===== src/rtl/iarith_pkg.sv =====
// Package: function-code values and the decoded control word shared by the
// unit's submodules. Assumes a 7-bit function code.
package iarith_pkg;

    localparam int FUNC_W = 7;

    typedef enum logic [1:0] {
        CLS_ARITH = 2'd0,
        CLS_CMP   = 2'd1,
        CLS_BYTE  = 2'd2,
        CLS_NONE  = 2'd3
    } op_class_e;

    typedef enum logic [2:0] {
        REL_EQ  = 3'd0,
        REL_SLE = 3'd1,
        REL_SLT = 3'd2,
        REL_ULE = 3'd3,
        REL_ULT = 3'd4
    } rel_e;

    typedef struct packed {
        op_class_e  cls;
        logic       is_sub;
        logic       narrow;
        logic [1:0] shamt;
        logic       trap;
        rel_e       rel;
    } ctrl_t;

endpackage


===== src/rtl/iarith_decode.sv =====
// Decoder: turns the 7-bit function code into a control word. An unknown
// code yields class CLS_NONE. Purely combinational.
module iarith_decode
    import iarith_pkg::*;
(
    input  logic [FUNC_W-1:0] func,
    output ctrl_t             ctrl
);

    // Map each recognised code onto its operation class and modifiers.
    always_comb begin
        ctrl = '{cls: CLS_NONE, is_sub: 1'b0, narrow: 1'b0, shamt: 2'd0,
                 trap: 1'b0, rel: REL_EQ};
        case (func)
            7'h00: begin ctrl.cls = CLS_ARITH; ctrl.narrow = 1'b1; end
            7'h40: begin ctrl.cls = CLS_ARITH; ctrl.narrow = 1'b1; ctrl.trap = 1'b1; end
            7'h02: begin ctrl.cls = CLS_ARITH; ctrl.narrow = 1'b1; ctrl.shamt = 2'd2; end
            7'h12: begin ctrl.cls = CLS_ARITH; ctrl.narrow = 1'b1; ctrl.shamt = 2'd3; end
            7'h20: begin ctrl.cls = CLS_ARITH; end
            7'h60: begin ctrl.cls = CLS_ARITH; ctrl.trap = 1'b1; end
            7'h22: begin ctrl.cls = CLS_ARITH; ctrl.shamt = 2'd2; end
            7'h32: begin ctrl.cls = CLS_ARITH; ctrl.shamt = 2'd3; end
            7'h09: begin ctrl.cls = CLS_ARITH; ctrl.is_sub = 1'b1; ctrl.narrow = 1'b1; end
            7'h49: begin ctrl.cls = CLS_ARITH; ctrl.is_sub = 1'b1; ctrl.narrow = 1'b1; ctrl.trap = 1'b1; end
            7'h0b: begin ctrl.cls = CLS_ARITH; ctrl.is_sub = 1'b1; ctrl.narrow = 1'b1; ctrl.shamt = 2'd2; end
            7'h1b: begin ctrl.cls = CLS_ARITH; ctrl.is_sub = 1'b1; ctrl.narrow = 1'b1; ctrl.shamt = 2'd3; end
            7'h29: begin ctrl.cls = CLS_ARITH; ctrl.is_sub = 1'b1; end
            7'h69: begin ctrl.cls = CLS_ARITH; ctrl.is_sub = 1'b1; ctrl.trap = 1'b1; end
            7'h2b: begin ctrl.cls = CLS_ARITH; ctrl.is_sub = 1'b1; ctrl.shamt = 2'd2; end
            7'h3b: begin ctrl.cls = CLS_ARITH; ctrl.is_sub = 1'b1; ctrl.shamt = 2'd3; end
            7'h2d: begin ctrl.cls = CLS_CMP; ctrl.rel = REL_EQ;  end
            7'h6d: begin ctrl.cls = CLS_CMP; ctrl.rel = REL_SLE; end
            7'h4d: begin ctrl.cls = CLS_CMP; ctrl.rel = REL_SLT; end
            7'h3d: begin ctrl.cls = CLS_CMP; ctrl.rel = REL_ULE; end
            7'h1d: begin ctrl.cls = CLS_CMP; ctrl.rel = REL_ULT; end
            7'h0f: begin ctrl.cls = CLS_BYTE; end
            default: ;
        endcase
    end

endmodule


===== src/rtl/iarith_addsub.sv =====
// Adder/subtractor: forms (A << shamt) +/- B with a single carry chain.
// In narrow mode the result is sign-extended from the half-width sign bit.
// Overflow is judged on the unscaled A, which is correct because only
// unscaled codes trap. Combinational.
module iarith_addsub #(
    parameter int DATA_W = 64
) (
    input  logic [DATA_W-1:0] a,
    input  logic [DATA_W-1:0] b,
    input  logic              is_sub,
    input  logic              narrow,
    input  logic [1:0]        shamt,
    input  logic              trap,
    output logic [DATA_W-1:0] sum,
    output logic              ovf
);

    localparam int HALF_W = DATA_W / 2;

    logic [DATA_W-1:0] a_scaled;
    logic [DATA_W-1:0] b_eff;
    logic [DATA_W-1:0] raw;
    logic              sa, sb, sr;

    // Scale A, invert B for subtraction and sum with carry-in.
    always_comb begin
        a_scaled = a << shamt;
        b_eff    = is_sub ? ~b : b;
        raw      = a_scaled + b_eff + {{(DATA_W-1){1'b0}}, is_sub};
    end

    // Select the width of the result and sign-extend the narrow form.
    always_comb begin
        if (narrow)
            sum = {{HALF_W{raw[HALF_W-1]}}, raw[HALF_W-1:0]};
        else
            sum = raw;
    end

    // Pick sign bits at the active width and apply the overflow rules.
    always_comb begin
        sa = narrow ? a[HALF_W-1]   : a[DATA_W-1];
        sb = narrow ? b[HALF_W-1]   : b[DATA_W-1];
        sr = narrow ? raw[HALF_W-1] : raw[DATA_W-1];
        if (is_sub)
            ovf = trap & (sa != sb) & (sr != sa);
        else
            ovf = trap & (sa == sb) & (sr != sa);
    end

endmodule


===== src/rtl/iarith_cmp.sv =====
// Comparator: full-width equality and signed/unsigned ordering returned as
// 0 or 1, plus a per-byte unsigned greater-or-equal mask. Combinational.
module iarith_cmp
    import iarith_pkg::*;
#(
    parameter int DATA_W = 64
) (
    input  logic [DATA_W-1:0] a,
    input  logic [DATA_W-1:0] b,
    input  rel_e              rel,
    output logic [DATA_W-1:0] rel_res,
    output logic [DATA_W-1:0] lane_res
);

    localparam int LANES = DATA_W / 8;

    logic             hit;
    logic [LANES-1:0] lane_ge;

    // Evaluate the selected relation at full width.
    always_comb begin
        case (rel)
            REL_EQ:  hit = (a == b);
            REL_SLE: hit = ($signed(a) <= $signed(b));
            REL_SLT: hit = ($signed(a) <  $signed(b));
            REL_ULE: hit = (a <= b);
            REL_ULT: hit = (a <  b);
            default: hit = 1'b0;
        endcase
        rel_res = {{(DATA_W-1){1'b0}}, hit};
    end

    // One unsigned comparator per byte lane.
    for (genvar g = 0; g < LANES; g++) begin : g_lane
        assign lane_ge[g] = (a[8*g +: 8] >= b[8*g +: 8]);
    end

    // Place the lane mask in the low bits and zero the rest.
    always_comb begin
        lane_res = {{(DATA_W-LANES){1'b0}}, lane_ge};
    end

endmodule


===== src/rtl/iarith_unit.sv =====
// Integer add/subtract/compare unit: decodes the function code, runs the
// adder and the comparator side by side and selects the result. An optional
// output register (REG_OUT=1) adds one cycle of latency and has a synchronous
// active-low reset. Assumes B already holds the widened immediate when one
// is used.
module iarith_unit
    import iarith_pkg::*;
#(
    parameter int DATA_W  = 64,
    parameter bit REG_OUT = 1'b1
) (
    input  logic              clk,
    input  logic              rst_n,
    input  logic [DATA_W-1:0] op_a,
    input  logic [DATA_W-1:0] op_b,
    input  logic [FUNC_W-1:0] func,
    output logic [DATA_W-1:0] result,
    output logic              ovf_trap,
    output logic              illegal_op
);

    localparam int HALF_W = DATA_W / 2;
    localparam int LANES  = DATA_W / 8;

    ctrl_t             ctrl;
    logic [DATA_W-1:0] sum, rel_res, lane_res;
    logic              sum_ovf;
    logic [DATA_W-1:0] res_d;
    logic              ovf_d, ill_d;

    iarith_decode u_dec (
        .func (func),
        .ctrl (ctrl)
    );

    iarith_addsub #(.DATA_W(DATA_W)) u_add (
        .a      (op_a),
        .b      (op_b),
        .is_sub (ctrl.is_sub),
        .narrow (ctrl.narrow),
        .shamt  (ctrl.shamt),
        .trap   (ctrl.trap),
        .sum    (sum),
        .ovf    (sum_ovf)
    );

    iarith_cmp #(.DATA_W(DATA_W)) u_cmp (
        .a        (op_a),
        .b        (op_b),
        .rel      (ctrl.rel),
        .rel_res  (rel_res),
        .lane_res (lane_res)
    );

    // Select the result by class; an unknown code gives zero and flags it.
    always_comb begin
        res_d = '0;
        ovf_d = 1'b0;
        ill_d = 1'b0;
        case (ctrl.cls)
            CLS_ARITH: begin res_d = sum; ovf_d = sum_ovf; end
            CLS_CMP:   res_d = rel_res;
            CLS_BYTE:  res_d = lane_res;
            default:   ill_d = 1'b1;
        endcase
    end

    if (REG_OUT) begin : g_reg
        // Capture the outputs; a synchronous reset clears them.
        always_ff @(posedge clk) begin
            if (!rst_n) begin
                result     <= '0;
                ovf_trap   <= 1'b0;
                illegal_op <= 1'b0;
            end else begin
                result     <= res_d;
                ovf_trap   <= ovf_d;
                illegal_op <= ill_d;
            end
        end

        AST_ILLEGAL_CLEAN: assert property (@(posedge clk) disable iff (!rst_n)
            illegal_op |-> (result == '0 && !ovf_trap));
        AST_TRAP_CODE_ONLY: assert property (@(posedge clk) disable iff (!rst_n)
            ovf_trap |-> ($past(func) == 7'h40 || $past(func) == 7'h60 ||
                          $past(func) == 7'h49 || $past(func) == 7'h69));
        AST_CMP_BOOLEAN: assert property (@(posedge clk) disable iff (!rst_n)
            ($past(rst_n) && ($past(func) == 7'h2d || $past(func) == 7'h6d ||
             $past(func) == 7'h4d || $past(func) == 7'h3d || $past(func) == 7'h1d))
            |-> (result[DATA_W-1:1] == '0));
        AST_LANE_UPPER_ZERO: assert property (@(posedge clk) disable iff (!rst_n)
            ($past(rst_n) && $past(func) == 7'h0f) |-> (result[DATA_W-1:LANES] == '0));
        AST_NARROW_SEXT: assert property (@(posedge clk) disable iff (!rst_n)
            ($past(rst_n) && ($past(func) == 7'h00 || $past(func) == 7'h09 ||
             $past(func) == 7'h12 || $past(func) == 7'h1b))
            |-> (result[DATA_W-1:HALF_W] == {HALF_W{result[HALF_W-1]}}));
    end else begin : g_comb
        // Drive the outputs straight from the selection logic.
        always_comb begin
            result     = res_d;
            ovf_trap   = ovf_d;
            illegal_op = ill_d;
        end
    end

endmodule


===== config.mk =====
export PLATFORM = sky130hd
export DESIGN_NAME = iarith_unit
export DESIGN_NICKNAME = d
export VERILOG_FILES = /design/src/rtl/iarith_pkg.sv /design/src/rtl/iarith_decode.sv /design/src/rtl/iarith_addsub.sv /design/src/rtl/iarith_cmp.sv /design/src/rtl/iarith_unit.sv
export SDC_FILE = /design/constraint.sdc
export NUM_CORES = 1
export LEC_CHECK = 0
export ABC_AREA = 1
export BUFFER_PORTS_ARGS = -buffer_cell sky130_fd_sc_hd__buf_2
export CAP_MARGIN = 20
export CELL_PAD_IN_SITES_DETAIL_PLACEMENT = 0
export CELL_PAD_IN_SITES_GLOBAL_PLACEMENT = 1
export CORE_MARGIN = 2
export CORE_UTILIZATION = 40
export CTS_BUF_LIST = sky130_fd_sc_hd__clkbuf_8
export DETAILED_ROUTE_END_ITERATION = 6
export GPL_ROUTABILITY_DRIVEN = 0
export PLACE_DENSITY = 0.94
export SLEW_MARGIN = 20
export SYNTH_ARGS = -nofsm -noshare
export SYNTH_HDL_FRONTEND = slang
export SYNTH_SLANG_ARGS = --single-unit
export TNS_END_PERCENT = 1

===== constraint.sdc =====
create_clock -name clk -period 5 [get_ports clk]
set_input_delay 0.5 -clock clk [delete_from_list [all_inputs] [get_ports clk]]
set_output_delay 0.5 -clock clk [all_outputs]
set_load 0.005 [all_outputs]

### After elaboration in Yosys (flattened, before gate mapping)

Index checks and enable logic that the tools add are counted.

* word-level logic and storage cells: 81
* bits in registers: 66
* output and inout bits: 66

* magnitude comparators: 12
* reductions and logical operators: 12
* eq/ne operators: 31
* bitwise operators: 5
* shift-type cells: 1
* multiplexer cells: 15
* $add $sub $neg: 2

Operator list (number)
* $pmux W64 S3: 1
* $le A64 B64 Y1: 2
* $lt A64 B64 Y1: 2
* $mux W64: 2
* $add A64 B1 Y64: 1
* $add A64 B64 Y64: 1
* $eq A64 B64 Y1: 1
* $ge A8 B8 Y1: 8
* $not A64 Y64: 1
* $shl A64 B2 Y64: 1
* $eq A7 B6 Y1 const B: 8
* $eq A7 B7 Y1 const B: 6
* $eq A7 B4 Y1 const B: 3
* $eq A7 B5 Y1 const B: 3
* $reduce_or A16 Y1: 1
* $reduce_or A8 Y1: 2
* $pmux W3 S4: 1
* $reduce_or A4 Y1: 3
* $mux W1: 8
* $eq A7 B2 Y1 const B: 1
* $logic_not A7 Y1: 1
* $eq A3 B2 Y1 const B: 2
* $pmux W2 S3: 1
* $pmux W1 S5: 1
* 13 further kinds: 17

### Longest topological paths before layout

Gate-level depths: netlist of run 1.

* depth in word-level cells: 10
* mapped depth: 28
* mapped depth without buffers: 27

### Hierarchy

Synthesis of run 1 repeated with hierarchy kept, for this count alone.

* cells, all modules: 2189
* area, all modules: 13978.4 µm²

By module, submodules not included
* iarith_addsub: sequential area each 0.0 µm², cells each 1146, area an instance 6776.5 µm², times used 1
* iarith_unit: sequential area each 1321.3 µm², cells each 495, area an instance 3822.4 µm², times used 1
* iarith_cmp: sequential area each 0.0 µm², cells each 492, area an instance 3113.0 µm², times used 1
* iarith_decode: sequential area each 0.0 µm², cells each 56, area an instance 266.5 µm², times used 1

### Worst setup path before layout of run 1

No wires, ideal clock.

* path type: input to register
* from: input func[3]
* to: register result[41]
* required time: 4880 ps
* data arrival time: 3509 ps
* slack: 1371 ps
* cell stages on the path: 23
* buffers on the path: 2
* cells stage by stage: inv_1 > nor2_2 > nand3_2 > nand2_4 > nand2_1 > clkbuf_1 > buf_1 > nand2_1 > o211ai_1 > o21ai_0 > ha_1 > a21oi_1 > inv_1 > a21oi_1 > a21boi_0 > o21ai_2 > a21oi_1 > nor2_1 > or2_1 > nand2_1 > nand2_1 > xnor2_1 > a21oi_2

* word-level cells in the longest chain between the ends: 8
* elaborated cells between the ends (all ways): 41
* those cells by class: 2 x add/sub; 23 x eq/ne; 1 x shift; 7 x mux; 8 x reduce/logical

Ends and longest elaborated chain
* start, declared: line iarith_unit.sv:16 `input logic [FUNC_W-1:0] func,`
* $eq A7 B5 Y1, or another cell as far along: line iarith_decode.sv:14 `case (func)`
* $reduce_or A4 Y1 (no line) / $reduce_or A8 Y1 (equally long branches)
* $pmux W2 S2 / $mux W1 (equally long branches): line iarith_decode.sv:14
* $shl A64 B2 Y64 / $mux W64 (equally long branches): line iarith_addsub.sv:27, iarith_addsub.sv:28
* $add A64 B64 Y64: line iarith_addsub.sv:29 `raw = a_scaled + b_eff + {{(DATA_W-1){1'b0}}, is_sub};`
* $add A64 B1 Y64: line iarith_addsub.sv:29
* $mux W64: line iarith_addsub.sv:34 `if (narrow)`
* $pmux W64 S3 *: line iarith_unit.sv:60 `case (ctrl.cls)`
* end signal, assigned: line iarith_unit.sv:76 `result <= res_d;`
* end, declared: line iarith_unit.sv:17 `output logic [DATA_W-1:0] result,`

Every way passes the cells marked *; elsewhere a longest branch is shown, timed or not.
A chain may end at the register's enable or synchronous reset.

### Final worst setup path of run 1

* from: input func[3]
* to: register result[44]

The elaborated chain is that of the path after synthesis.

==> out/qor.yml, run 1 <==
floorplanning:
  rows: 58
  fp.coreArea_um2: 25330
  ios: 203
  dieArea_um2: 27210
  die_h_um: 165.0
  start_util: 0.4091
  die_w_um: 165.0
pwr:
  p_switching_mw: 1.155
  p_int_mw: 1.284
  switching_share: 0.4736
  power_frac_comb: 0.555
  p_clk_frac: 0.219
  p_leak_nw: 6.360
  peakVddDrop_uv: 103.2
  power_frac_seq: 0.225
  powerDensity_nw_per_um2: 205.1
synth:
  synth_compound_gate_area_share: 0.2497
  syn_inst: 1713
  synthMuxAreaShare: 0.002053
  synth_top_family_by_area: "simple AND/OR/NAND/NOR gates"
  synth-warning-count: 0
  ys_types: 50
  synthAdderAreaFrac: 0.1625
  ys_seq_area_frac: 0.1275
  synth-simple-area-share: 0.2655
  synth_nets: 1984
  synth_xor_area_frac: 0.07257
  synth-async-reset-ratio: 0
  syn_area_um2: 10360
  ys.flop_type: "dfxtp_1"
  syn_area_per_cell_um2: 6.049
  synth_edf_count: 0
  ys_seq_elements: 66
global_routing:
  grt_pass1_wl_um: 56840
  grt-ovfl-total: 0
  antenna_found_initial: 1
  grt_pass1_vias: 11150
  grt_max_degree: 65
  track_usage: 0.2673
timing:
  hold_viol: 0
  whs_ns: 0.5195
  rsz0062_at_grt: "no"
  drv_slew: 0
  period_share: 0.8490
  fin_crit_ns: 4.245
  fmaxAchievable_mhz: 235.6
  tightest_slew_ns: 0.6724
  finalSetupViolCount: 0
  fin_tns_setup_ns: 0
  relSlewSlack: 0.5511
cells_and_area:
  final_cells: 2231
  utilization: 0.4697
  drive_above_1_share: 0.1531
  insertedDiodeCount: 0
  syn_to_final_growth_pct: 14.80
  nets: 2167
clocking:
  cts_inserted_buffers: 9
  cts_max_level: 3
  cts_setup_buffers: 0
  clock-root-buffer: "clkbuf_8"
  clkTransAtPathRegs_ns: 0.11
  post_cts_resized: 0
  cts_tree: "yes"
  clockBufferDepth: 2
  cts_sinks: 66
  postCtsHoldBufs: 0
worst_setup_path:
  path_class: "input port to flip-flop"
  crit_fanout: 46
  end_kind: "flip-flop"
  crit_start: "func[3]"
  critPathRequiredTime_ns: 5.24
  critPathLaunchType: "input port"
  arrival_ns: 4.49
detailed_routing:
  post_drt_wl_per_cell_um: 16.28
  firstDrtPassIters: 7
  vias: 11880
  finalWirelength_um: 36330
  drt_iter0_drc: 1185
  ant_nets: 0
  routed_via_density: 5.324
  drc: 1
run_status:
  violations: "DRC"
  status: "complete, but fails checks"
job:
  maxCapViolCount: 0
place:
  dpl.hpwl_um: 30850
  place_inst: 2215
  portBuffers: 202
worst_hold_path:
  hold_start: "func[6]"
  hold_path.class: "input port to flip-flop"
[Yosys cell counts (15+ instances only)]
library cell,count,area [um^2]
nand2_1,356,1336
inv_1,272,1021
nor2_1,169,634.4
a21oi_1,167,835.8
o21ai_0,167,835.8
ha_1,133,1664
xor2_1,71,621.9
dfxtp_1,66,1321
nand3_1,40,200.2
o211ai_1,31,232.7
a31oi_1,21,131.4
clkbuf_1,19,71.32
nand4_1,19,118.9
nor3_1,19,95.09
nor2_2,17,106.4
o21a_1,15,112.6
[area by class of cell]
cell class / instances / area (um^2)
clock buffers: 9 / 123.9
clock inverters: 7 / 93.84
fillers: 2745 / 13430
inverters: 277 / 1040
multi-input cells: 1330 / 7806
flip-flops and latches: 66 / 1321
well taps: 330 / 412.9
repair buffers: 212 / 1099
[critical path, cell delays in order]
cell and delay, ns:
buf_2 0.08, inv_1 0.07, nor2_2 0.15, nand3_2 0.20
nand2_4 0.11, buf_4 0.36, inv_2 0.38, nand2_1 0.15
o21ai_0 0.09, ha_1 0.39, inv_1 0.08, o21ai_1 0.25
nand2_1 0.08, o211ai_1 0.13, nand2_1 0.08, nand2_1 0.22
inv_1 0.08, o21ai_1 0.32, a21oi_1 0.16, o21ai_0 0.22
o21ai_0 0.10, a21oi_1 0.20, nor2_2 0.04
[kinds of logic (layout without fill, tap and decap cells)]
family,after synthesis,count (layout)
simple gates,651,651
compound gates,458,458
buf+inv,317,505
fa+ha+maj,134,134
xor+xnor,85,85
flops,66,66
mux,2,2
[path summary, 6_finish.rpt]
path	slack, ns	to	cells after the start
max	0.76	result[44]$_SDFF_PN0_	23
min	0.52	ovf_trap$_SDFF_PN0_	5
[power groups by stage]
stage | sequential [mW] | combinational [mW] | clock, mW
2_1_floorplan | 0.565 | 0.899 | 0
3_3_place_gp | 0.563 | 1.30 | 0
3_5_place_dp | 0.563 | 1.31 | 0
4_1_cts | 0.550 | 1.32 | 0.546
5_1_grt | 0.552 | 1.51 | 0.567
6_report | 0.550 | 1.35 | 0.535
[state kept, by name, indices dropped and copies added (netlist names)]
signal	count
illegal_op	1
result	64
ovf_trap	1
[cell usage in the layout, fill, tap and decap left out, types with 21 or more instances in the layout]
cell	instances
inv_1	272
nor2_1	169
a21oi_1	167
a31oi_1	21
ha_1	133
buf_2	202
nand3_1	40
o21ai_0	167
o211ai_1	31
nand2_1	354
xor2_1	71
dfxtp_1	66
[per-stage QoR]
| stage | cell area [um^2] | worst slack (ns) | total power [mW] |
|---|---|---|---|
| 2_1_floorplan | 10360 | 1.371 | 1.464 |
| 3_3_place_gp | 11680 | 0.6026 | 1.864 |
| 3_5_place_dp | 11680 | 0.5132 | 1.875 |
| 4_1_cts | 11900 | 0.8852 | 2.416 |
| 5_1_grt | 11900 | 0.4432 | 2.625 |
| 6_report | 11900 | 0.7552 | 2.440 |
[routing by layer]
metal | vias up | wire [um] | track usage
met1 | 5275 | 16530 | 0.3702
li1 | 5997 | - | -
met2 | 519 | 15350 | 0.4152
met4 | 2 | 1336 | 0.09249
met5 | - | 14 | 0
met3 | 85 | 3094 | 0.04822
Power figures use the tool's default switching activity.
==> run 2, diff against run 1 <==
--- a/config.mk
+++ b/config.mk
@@ -11,11 +11,11 @@
 export CELL_PAD_IN_SITES_DETAIL_PLACEMENT = 0
 export CELL_PAD_IN_SITES_GLOBAL_PLACEMENT = 1
 export CORE_MARGIN = 2
-export CORE_UTILIZATION = 40
+export CORE_UTILIZATION = 36
 export CTS_BUF_LIST = sky130_fd_sc_hd__clkbuf_8
 export DETAILED_ROUTE_END_ITERATION = 6
 export GPL_ROUTABILITY_DRIVEN = 0
-export PLACE_DENSITY = 0.94
+export PLACE_DENSITY = 0.9
 export SLEW_MARGIN = 20
 export SYNTH_ARGS = -nofsm -noshare
 export SYNTH_HDL_FRONTEND = slang
==> constraint.sdc (replaced) <==
create_clock -name clk -period 3.52 [get_ports clk]
set_input_delay 0.352 -clock clk [delete_from_list [all_inputs] [get_ports clk]]
set_output_delay 0.352 -clock clk [all_outputs]
set_load 0.005 [all_outputs]
==> run 2 against run 1 <==
Largest cell class unchanged. Highest routed layer is now met4. Flip-flop and latch count is the same. Cell count grew 13%. Wire length grew 8.2%. Critical endpoint is now result[37]$_SDFF_PN0_. Critical path depth grew 1. Worst setup slack lost 0.69 ns. The run now ends clean.
==> out/qor.yml, run 2 (same netlist as run 1, synthesis figures left out) <==
floorplanning:
  die_h_um: 173.7
  ios: 203
  dieArea_um2: 30160
  die_w_um: 173.7
  rows: 62
  fp.coreArea_um2: 28550
  start_util: 0.3630
pwr:
  p_clk_frac: 0.180
  powerDensity_nw_per_um2: 285.9
  p_int_mw: 2.185
  p_switching_mw: 1.772
  p_leak_nw: 7.489
  power_frac_comb: 0.623
  switching_share: 0.4478
  power_frac_seq: 0.197
  peakVddDrop_uv: 170.7
cells_and_area:
  nets: 2394
  reg.largest.list: "result: 64 flops, illegal_op: 1 flops, ovf_trap: 1 flops"
  nFillCells: 3051
  largest-register: "result"
  seq_area_um2: 1321
  layout.cells.most_common: "nand2_1"
  multi_input_area_um2: 7856
  finish.instance_area_um2: 13840
  drive_above_1_share: 0.2481
  insertedDiodeCount: 0
  largest_reg_flops: 64
  final_cell_mix: "354 x nand2_1, 272 x inv_1, 225 x buf_4, 202 x buf_2, 168 x nor2_1"
  utilization: 0.4849
  syn_to_final_growth_pct: 33.58
clocking:
  clockBufferDepth: 2
  cts_inserted_buffers: 9
  postCtsHoldBufs: 0
  clock-root-buffer: "clkbuf_8"
  cts_max_level: 3
  post_cts_resized: 0
  cts_tree: "yes"
  cts_sinks: 66
  clkTransAtPathRegs_ns: 0.10
  cts_setup_buffers: 0
worst_setup_path:
  end_kind: "flip-flop"
  slowest_delay_ns: 0.37
  crit_fanout: 6
  critPathRequiredTime_ns: 3.88
  path_class: "input port to flip-flop"
  crit_top_cell: "nand2_1"
  critPathSlowestCell: "mux2_2"
  critPathLaunchType: "input port"
  arrival_ns: 3.82
  crit_chain: "buf_2 -> inv_1 -> nor2_2 -> nand3_2 -> nand2_4 -> nand2_4 -> mux2_2 -> nand2_1 -> o21ai_0 -> ha_1 -> buf_4 -> nand2_1 -> o21ai_0 -> a21boi_0 -> o21ai_4 -> nand2_1 -> nand2_1 -> nand2_1 -> nand2_1 -> nand3_1 -> nand2_1 -> o21ai_0 -> a21oi_2 -> nor2_2"
timing:
  fmaxAchievable_mhz: 289.4
  period_share: 0.9818
  hold_viol: 0
  fin_crit_ns: 3.456
  fin_tns_setup_ns: 0
  relSlewSlack: 0.6068
  finalSetupViolCount: 0
  tightest_slew_ns: 0.5884
  drv_slew: 0
  rsz0062_at_grt: "yes"
job:
  maxCapViolCount: 0
detailed_routing:
  drt_iter0_drc: 1131
  post_drt_wl_per_cell_um: 15.65
  vias: 12880
  firstDrtPassIters: 7
  routed_via_density: 5.128
  finalWirelength_um: 39320
  ant_nets: 0
  drc: 0
place:
  post_dp_cell_area_um2: 13560
  dpl.hpwl_um: 33740
  portBuffers: 202
global_routing:
  grt_pass1_wl_um: 60940
  grt_pass1_vias: 12140
  grt_max_degree: 66
  track_usage: 0.2534
  grt-ovfl-total: 0
  antenna_found_initial: 2
run_status:
  status: "finished, final reports clean"
worst_hold_path:
  hold_path.class: "input port to flip-flop"
run 2: cell count changes in the layout (fill, tap and decap cells not counted), moves of 4 or more:
cell	delta
buf_12	+9
a21oi_1	-5
buf_4	+216
o21ai_1	+4
o21ai_0	-4
a21oi_2	+5
run 2: per-stage QoR:
step           hold WS [ns]  setup WS [ns]  std cells  total power, mW
2_1_floorplan        0.5733        0.03864       1713            2.079
3_3_place_gp         0.7302        -0.3072       2495            3.144
3_5_place_dp         0.7279        -0.3728       2495            3.184
4_1_cts              0.3762        0.06785       2511            3.900
5_1_grt              0.4250       -0.05338       2512            4.223
6_report             0.3824        0.06422       2512            3.957
run 2: cell type report:
cell class,count,share of cell area
Clock buffer,10,0.009943
Clock inverter,6,0.004791
Inverter,277,0.07512
Multi-Input combinational cell,1330,0.5676
Sequential cell,66,0.09545
Tap cell,384,0.03471
Timing Repair Buffer,439,0.2124
run 2: path summary, 6_finish.rpt:
path	from	endpoint	cells past startpoint
max	func[3]	result[37]$_SDFF_PN0_	24
min	rst_n	result[7]$_SDFF_PN0_	3
run 2: power by group through the flow:
stage | clock network, mW | logic, mW | registers [mW]
6_report | 0.711 | 2.47 | 0.781
5_1_grt | 0.743 | 2.70 | 0.784
4_1_cts | 0.723 | 2.40 | 0.782
3_5_place_dp | 0 | 2.38 | 0.799
3_3_place_gp | 0 | 2.34 | 0.799
2_1_floorplan | 0 | 1.28 | 0.803
run 2: per-layer routing:
layer  routed length [um]  vias up  GRT usage
met4                 1355        0    0.09874
li1                     -     6451          -
met1                17570     5821     0.3423
met2                17350      525     0.4050
met5                    0        -          0
met3                 3037       84    0.03925
run 2: critical path, delay by kind of cell:
kind,cells,cell delay [ns]
multiplexers,1,0.37
AO/OA/AOI/OAI,6,1.13
AND/OR/NAND/NOR,13,1.26
buffers and inverters,3,0.37
adder cells (fa/ha/maj),1,0.34
